## config.mk

```make
export PLATFORM = sky130hd
export DESIGN_NAME = spi_sclk_cs_timer
export DESIGN_NICKNAME = d
export VERILOG_FILES = /design/src/rtl/spi_sclk_cs_timer.sv
export SDC_FILE = /design/constraint.sdc
export NUM_CORES = 1
export LEC_CHECK = 0
export ABC_AREA = 1
export CORE_MARGIN = 2
export CORE_UTILIZATION = 48
export DETAILED_ROUTE_END_ITERATION = 16
export GPL_TIMING_DRIVEN = 1
export HOLD_SLACK_MARGIN = 0.02
export PLACE_DENSITY = 0.76
export SETUP_SLACK_MARGIN = 0.02
export SLEW_MARGIN = 15
export SYNTH_ARGS = -nofsm -noshare
export SYNTH_HDL_FRONTEND = slang
export SYNTH_SLANG_ARGS = --single-unit
export TNS_END_PERCENT = 30
```

## constraint.sdc

```tcl
create_clock -name clk -period 1.5 [get_ports clk]
set_input_delay 0.15 -clock clk [delete_from_list [all_inputs] [get_ports clk]]
set_output_delay 0.15 -clock clk [all_outputs]
set_load 0.03 [all_outputs]
```

## src/rtl/spi_sclk_cs_timer.sv

```systemverilog
module spi_sclk_cs_timer (
  input  logic       clk,
  input  logic       rst_n,
  input  logic       soft_rst,
  input  logic [7:0] div,
  input  logic       cpol,
  input  logic       cpha,
  input  logic [1:0] cs_setup,
  input  logic [3:0] cs_gap,
  input  logic       start_req,
  input  logic       stop_req,
  output logic       start_ack,
  output logic       sclk,
  output logic       cs_n,
  output logic       launch,
  output logic       sample,
  output logic       busy
);

  typedef enum logic [2:0] {S_IDLE, S_SETUP, S_RUN, S_HOLD, S_GAP} state_t;

  state_t     state;
  logic [7:0] hcnt;
  logic [3:0] dcnt;
  logic       tog;
  logic       tick;

  assign tick = (state != S_IDLE) && (hcnt == 8'd0);
  assign sclk = cpol ^ tog;
  assign busy = (state != S_IDLE);

  always_ff @(posedge clk or negedge rst_n) begin
    if (!rst_n) begin
      state <= S_IDLE; hcnt <= '0; dcnt <= '0; tog <= 1'b0;
      cs_n <= 1'b1; start_ack <= 1'b0; launch <= 1'b0; sample <= 1'b0;
    end else if (soft_rst) begin
      state <= S_IDLE; hcnt <= '0; dcnt <= '0; tog <= 1'b0;
      cs_n <= 1'b1; start_ack <= 1'b0; launch <= 1'b0; sample <= 1'b0;
    end else begin
      start_ack <= 1'b0;
      launch    <= 1'b0;
      sample    <= 1'b0;
      if (state != S_IDLE) hcnt <= tick ? div : hcnt - 8'd1;
      case (state)
        S_IDLE: if (start_req) begin
          state     <= S_SETUP;
          cs_n      <= 1'b0;
          hcnt      <= div;
          dcnt      <= {2'b00, cs_setup};
          start_ack <= 1'b1;
          launch    <= !cpha;
        end
        S_SETUP: if (tick) begin
          if (dcnt == 4'd0) begin
            state <= S_RUN;
            tog   <= 1'b1;
            if (cpha) launch <= 1'b1; else sample <= 1'b1;
          end else dcnt <= dcnt - 4'd1;
        end
        S_RUN: if (tick) begin
          if (tog) begin
            tog <= 1'b0;
            if (cpha) sample <= 1'b1;
            if (stop_req) begin
              state <= S_HOLD;
              dcnt  <= {2'b00, cs_setup};
            end else if (!cpha) launch <= 1'b1;
          end else begin
            tog <= 1'b1;
            if (cpha) launch <= 1'b1; else sample <= 1'b1;
          end
        end
        S_HOLD: if (tick) begin
          if (dcnt == 4'd0) begin
            state <= S_GAP;
            cs_n  <= 1'b1;
            dcnt  <= cs_gap;
          end else dcnt <= dcnt - 4'd1;
        end
        S_GAP: if (tick) begin
          if (dcnt == 4'd0) state <= S_IDLE;
          else dcnt <= dcnt - 4'd1;
        end
        default: state <= S_IDLE;
      endcase
    end
  end

  AST_SCLK_ONLY_CS_LOW: assert property (@(posedge clk) disable iff (!rst_n)
    (!$stable(sclk) && $stable(cpol)) |-> (!cs_n || $past(soft_rst)));
  AST_STROBE_EXCL: assert property (@(posedge clk) disable iff (!rst_n)
    !(launch && sample));
  AST_SAMPLE_ON_EDGE: assert property (@(posedge clk) disable iff (!rst_n)
    (sample && $stable(cpol)) |-> !$stable(sclk));
  AST_CS_RISE_AT_REST: assert property (@(posedge clk) disable iff (!rst_n)
    $rose(cs_n) |-> (sclk == cpol));
  AST_ACK_WITH_CS: assert property (@(posedge clk) disable iff (!rst_n)
    start_ack |-> ($fell(cs_n) && busy));
  AST_SOFT_IDLE: assert property (@(posedge clk) disable iff (!rst_n)
    soft_rst |=> (cs_n && !busy && !tog));

endmodule

```

Word-level counts from Yosys, hierarchy flattened
Cells that the tools add are included.
- add/subtract/negate cells: 2
- equal/unequal tests: 16
- muxes and demuxes: 55
- bitwise gates (word level): 1
- reduce and logical (&&, ||, !) cells: 14
- operator list (kind ; number):
    8-bit 2-to-1 mux ; 5
    4-bit 2-to-1 mux ; 9
    3-bit 2-to-1 mux ; 11
    3-bit != test (second input constant) ; 11
    1-bit 2-to-1 mux ; 24
    4-bit case mux with 4 select lines ; 1
    3-bit case mux with 5 select lines ; 1
    10-bit AND reduction ; 1
    3-bit nonzero test ; 3
    8-bit logical NOT ; 1
    4-bit AND reduction ; 2
    8-bit AND reduction ; 1
    8-bit by 1-bit subtractor with 8-bit output (second input constant) ; 1
    3-bit by 2-bit equality test with 1-bit output (second input constant) ; 2
    1-bit case mux with 2 select lines ; 3
    5-bit nonzero test ; 1
    4-bit logical NOT ; 1
    4-bit by 1-bit subtractor with 4-bit output (second input constant) ; 1
    3-bit by 1-bit equality test with 1-bit output (second input constant) ; 1
    3-bit equality test (second input constant) ; 1
    3-bit logical NOT ; 1
    3-bit by 1-bit != test with 1-bit output (second input constant) ; 1
    1-bit case mux with 3 select lines ; 1
    2-bit OR reduction ; 1
    3 further kinds ; 3
- register bits: 20
- input port bits: 21
- output and inout bits: 6

Depth between registers and ports, before layout
- word-level depth: 7
- gate-level depth with buffers: 11
- mapped depth without buffers: 11

Worst setup path before layout
OpenSTA, ideal clock, no wires.
- path type: reg-to-reg
- start point: reg hcnt[0]
- end point: reg dcnt[2]
- library setup time: 0.117 ns
- arrival time: 1.419 ns
- data required time: 1.383 ns
- path slack: -0.036 ns
- stages on the path, launching flop included: 12
- path buffers: 0
- path through: dfrtp_1 > inv_1 > ha_1 > inv_1 > nor2_2 > nand3_4 > nand2_1 > nand2_1 > nor2_2 > nand2_2 > nand2_1 > nand2_1
- word-level cells in the longest chain between the ends: 4
- elaborated cells between the ends (all ways): 6
- those cells by class: 3 x eq/ne; 3 x reduce/logical
- ends and longest elaborated chain (what ; RTL line ; text):
    start, declared ; 23 ; logic [7:0] hcnt;
    start signal, assigned ; 43 ; if (state != S_IDLE) hcnt <= tick ? div : hcnt - 8'd1;
    start signal, assigned ; 48 ; hcnt <= div;
    8-bit logical NOT * ; 28 ; assign tick = (state != S_IDLE) && (hcnt == 8'd0);
    1-bit logical AND * ; 28 ;
    3-bit by 1-bit != test with 1-bit output (no line) or 3-bit != test (tied branches) ; - ;
    8-bit AND reduction (no line) * ; - ;
    end signal, assigned ; 49 ; dcnt <= {2'b00, cs_setup};
    end signal, assigned ; 58 ; end else dcnt <= dcnt - 4'd1;
    end signal, assigned ; 66 ; dcnt <= {2'b00, cs_setup};
    end, declared ; 24 ; logic [3:0] dcnt;
Mark *: on every way between the ends. The rest lies on a longest branch, timed or not.
A chain may end at the register's enable or synchronous reset.

Worst setup path in the final report
- start point: reg hcnt[0]
- end point: reg tog
- word-level cells in the longest chain between the ends: 4
- elaborated cells between the ends (all ways): 5
- those cells by class: 2 x eq/ne; 3 x reduce/logical
- ends and longest elaborated chain (what ; RTL line ; text):
    8-bit logical NOT * ; 28 ;
    1-bit logical AND * ; 28 ;
    3-bit != test (no line) ; - ;
    4-bit AND reduction (no line) * ; - ;
    end signal, assigned ; 34 ; state <= S_IDLE; hcnt <= '0; dcnt <= '0; tog <= 1'b0;
    end signal, assigned ; 37 ; state <= S_IDLE; hcnt <= '0; dcnt <= '0; tog <= 1'b0;
    end signal, assigned ; 56 ; tog <= 1'b1;
    end, declared ; 25 ; logic tog;
Marked as above.

==> metrics.md <==
| Metric | Value |
|---|---|
| Highest fanout seen on the critical path | `4` |
| Detailed Place HPWL | `3340 µm` |
| Placed insts | `354` |
| Ant. Diodes | `0` |
| Design Area, Final | `0.00244 mm²` |
| Std-Cell Core Area | `0.00328 mm²` |
| Top-level I/O count | `27` |
| Maximum level of the CTS H-tree | `1` |
| Distinct cell type count of the synthesized netlist | `29` |
| Final min period | `1.55 ns` |
| Sum of negative setup slack | `-0.245 ns` |
| Initial DRT Pass Iterations | `5` |
| Pin slew with the least headroom to its limit | `between 0.3 and 0.4 ns` |
| Die W | `61.9 µm` |
| Internal power contribution | `2.38 mW` |
| Worst endpoint data arrival time | `1.75 ns` |
| GP Congestion | `between 0.8 and 0.9` |
| Min-Delay Path Class | `input port to async pin` |
| Area growth from synthesis to layout | `51.6%` |
| Net switching share of the total power | `47.8%` |
| Number of enable flip-flop cells after synthesis | `0` |
| RSZ-0062 raised after global routing | `true` |
| Fraction of power consumed by sequential logic | `a little under a fifth` |
| Commonest cells after routing, fill and taps aside | `sky130_fd_sc_hd__nand2_1 (74), sky130_fd_sc_hd__buf_4 (39), sky130_fd_sc_hd__inv_1 (22)` |
| Clock tree sinks | `20` |
| Chip Height | `a little over 60 µm` |
| Worst-Skew Late Latency | `0.31 ns` |
| Quantity of I/O buffers inserted on ports | `26` |
| Row count | `21` |
| PwrDens | `approximately 1900 mW/mm²` |
| Maximum clock skew at final layout | `0.00913 ns` |
| Final cycle utilization of the critical path | `103%` |
| R2R Path Start | `hcnt[0]` |
| Mean instance size in the synthesized netlist | `between 6 and 7 µm²` |
| Effective utilization at floorplan | `slightly below 50%` |
| Max-slew violation count | `0` |
| Switching component of the power | `2.17 mW` |
| Number of nets produced by synthesis | `~280` |
| Clock Tree Root | `sky130_fd_sc_hd__clkbuf_4` |
| Total clock buffers created by CTS | `3` |
| CTS tree | `built` |
| Final std cells w/o fill | `about 370` |
| Count of unresolved DRC violations after routing | `0` |
| Combinational Power Share | `around 71%` |
| Starting DRC count in detailed routing | `193` |
| Tot GR Track Use | `25.6%` |
| Global-route wire length before repair | `7280 µm` |
| Number of routed nets with antenna violations | `0` |
| Maximum VDD drop | `0.00109 V` |
| Final core utilization | `between 70% and 80%` |
| Placed cell area | `0.00218 mm²` |
| Clock transition at the registers of the reported paths | `between 0.1 and 0.15 ns` |
| Achievable Freq | `around 640 MHz` |
| Final hold violations | `0` |
| Violated checks | `setup timing` |
| Post-Route WL | `between 4000 and 5000 µm` |
| CP Launch Type | `flop` |
| Commonest non-fill, non-tap cell in the layout | `sky130_fd_sc_hd__nand2_1` |
| Average wire length per cell after detail routing | `roughly 13 µm` |
| Setup CP Type | `flop to flop` |
| Overflow left after global routing | `0` |
| Warning count from the yosys run | `0` |
| Result of the run | `finished, violations left` |
| Total of max-cap violations | `0` |
| Min Hold Slack | `approximately 0.16 ns` |
| Max transition margin | `78.2%` |
| Via count normalized by instance count | `5.39` |
| Die Area | `roughly 0.0038 mm²` |
| Pin count of the biggest net entering global routing | `21` |
| Clock share of power | `9.9%` |
| Required time at the worst-slack endpoint | `1.70 ns` |
| Post-synthesis instance area | `0.00161 mm²` |
| Final worst-path setup slack | `-0.0523 ns` |
| Cell leakage power | `roughly 1.2 nW` |
| Layout cells sized above 1 | `30.3%` |
| Worst Setup End Kind | `flop` |
| Critical path launch point | `hcnt[0]` |
| Initial antenna violation count | `0` |
| FF+latch count, synth | `20` |
| Clock Tree Buf Depth | `2` |
| Number of global-route vias before repair | `1613` |
| Synth Flop Type | `sky130_fd_sc_hd__dfrtp_1` |
| Fraction of synthesis flops using an asynchronous set or reset pin | `100%` |
| Total via count after detailed routing | `1971` |
| NumNets Final | `~350` |
| Final setup violation count | `9` |
| Portion of the post-synthesis area used by sequential elements | `between 30% and 40%` |
| Number of standard cells after synthesis | `between 200 and 300` |
==> path summary, 6_finish.rpt <==
| path | to | slack [ns] | depth (start not counted) |
|---|---|---|---|
| max | tog | -0.05 | 9 |
| min | hcnt[6] | 0.16 | 2 |
| max reg2reg | tog | -0.05 | 9 |
| min reg2reg | cs_n | 0.48 | 2 |
| max in group asynchronous | cs_n | 1.06 | 2 |
| min in group clk | hcnt[1] | 0.38 | 3 |
==> synth_stat cells (all sizes together) (3+ instances only) <==
master	n	share of area, %
inv	32	7.5
a21oi	14	4.4
nor3	4	1.2
o21ai	17	5.3
nand2	82	20
xor2	4	2.2
a31oi	3	1.2
dfrtp	19	30
nand3	26	9.2
ha	4	3.1
nor2	32	9.0
o211ai	3	1.4
==> cells by family after synthesis <==
kind of cell,after synthesis,share of synthesized area (%)
adders and majority gates,4,3.12
and+or+nand+nor,148,41.1
xor gates and xnor gates,6,3.27
DFF,20,31.2
AOI/OAI and AO/OA,38,12.7
buffers and inverters,36,8.57
==> routing by layer <==
layer,track usage (%),wire [µm]
met3,5.38,447
met4,6.69,134
met1,34.6,2030
met2,41.7,2330
met5,0,0
==> area by class of cell <==
cell class                      count  area [µm²]
Clock buffer                        3        22.5
Inverter                           33         131
Fill cell                         253         848
Multi-Input combinational cell    196        1110
Clock inverter                      1        30.0
Sequential cell                    20         505
Tap cell                           46        57.6
Timing Repair Buffer               67         582
==> power groups by stage <==
stage               combinational [mW]  clock [mW]  sequential (mW)
floorplan                         1.70           0            0.894
global placement                  2.69           0            0.836
detailed placement                2.72           0            0.844
CTS                               2.86       0.465            0.840
global route                      3.56       0.495            0.864
finish                            3.25       0.450            0.850
==> sequential cells by signal, summed over array words and instances, names as in the netlist <==
register and flops:
hcnt 8, dcnt 4, state 3, cs_n 1, launch 1, sample 1
start_ack 1, tog 1
==> what timing repair did <==
item / CTS / global route
setup buffers: 1 / 7
hold buffers: 0 / 0
endpoints found under the setup margin: 21 / 20
pin swaps: 8 / 14
resized for setup: 27 / 24
==> stage by stage <==
step	setup slack (ns)	power [mW]
2_1_floorplan	0.0291	2.59
3_3_place_gp	-0.0600	3.52
3_5_place_dp	-0.120	3.56
4_1_cts	-0.0272	4.17
5_1_grt	-0.148	4.92
6_report	-0.0523	4.55
==> critical path, stage by stage (launching register included) <==
cell and delay [ns]:
sky130_fd_sc_hd__dfrtp_1 0.41, sky130_fd_sc_hd__inv_2 0.08, sky130_fd_sc_hd__ha_4 0.13, sky130_fd_sc_hd__inv_4 0.04
sky130_fd_sc_hd__nor2_4 0.14, sky130_fd_sc_hd__nand3_4 0.13, sky130_fd_sc_hd__nor2_2 0.14, sky130_fd_sc_hd__o21ai_1 0.12
sky130_fd_sc_hd__o21ai_1 0.20, sky130_fd_sc_hd__nor2_1 0.06
(Power assumes the default switching activity.)
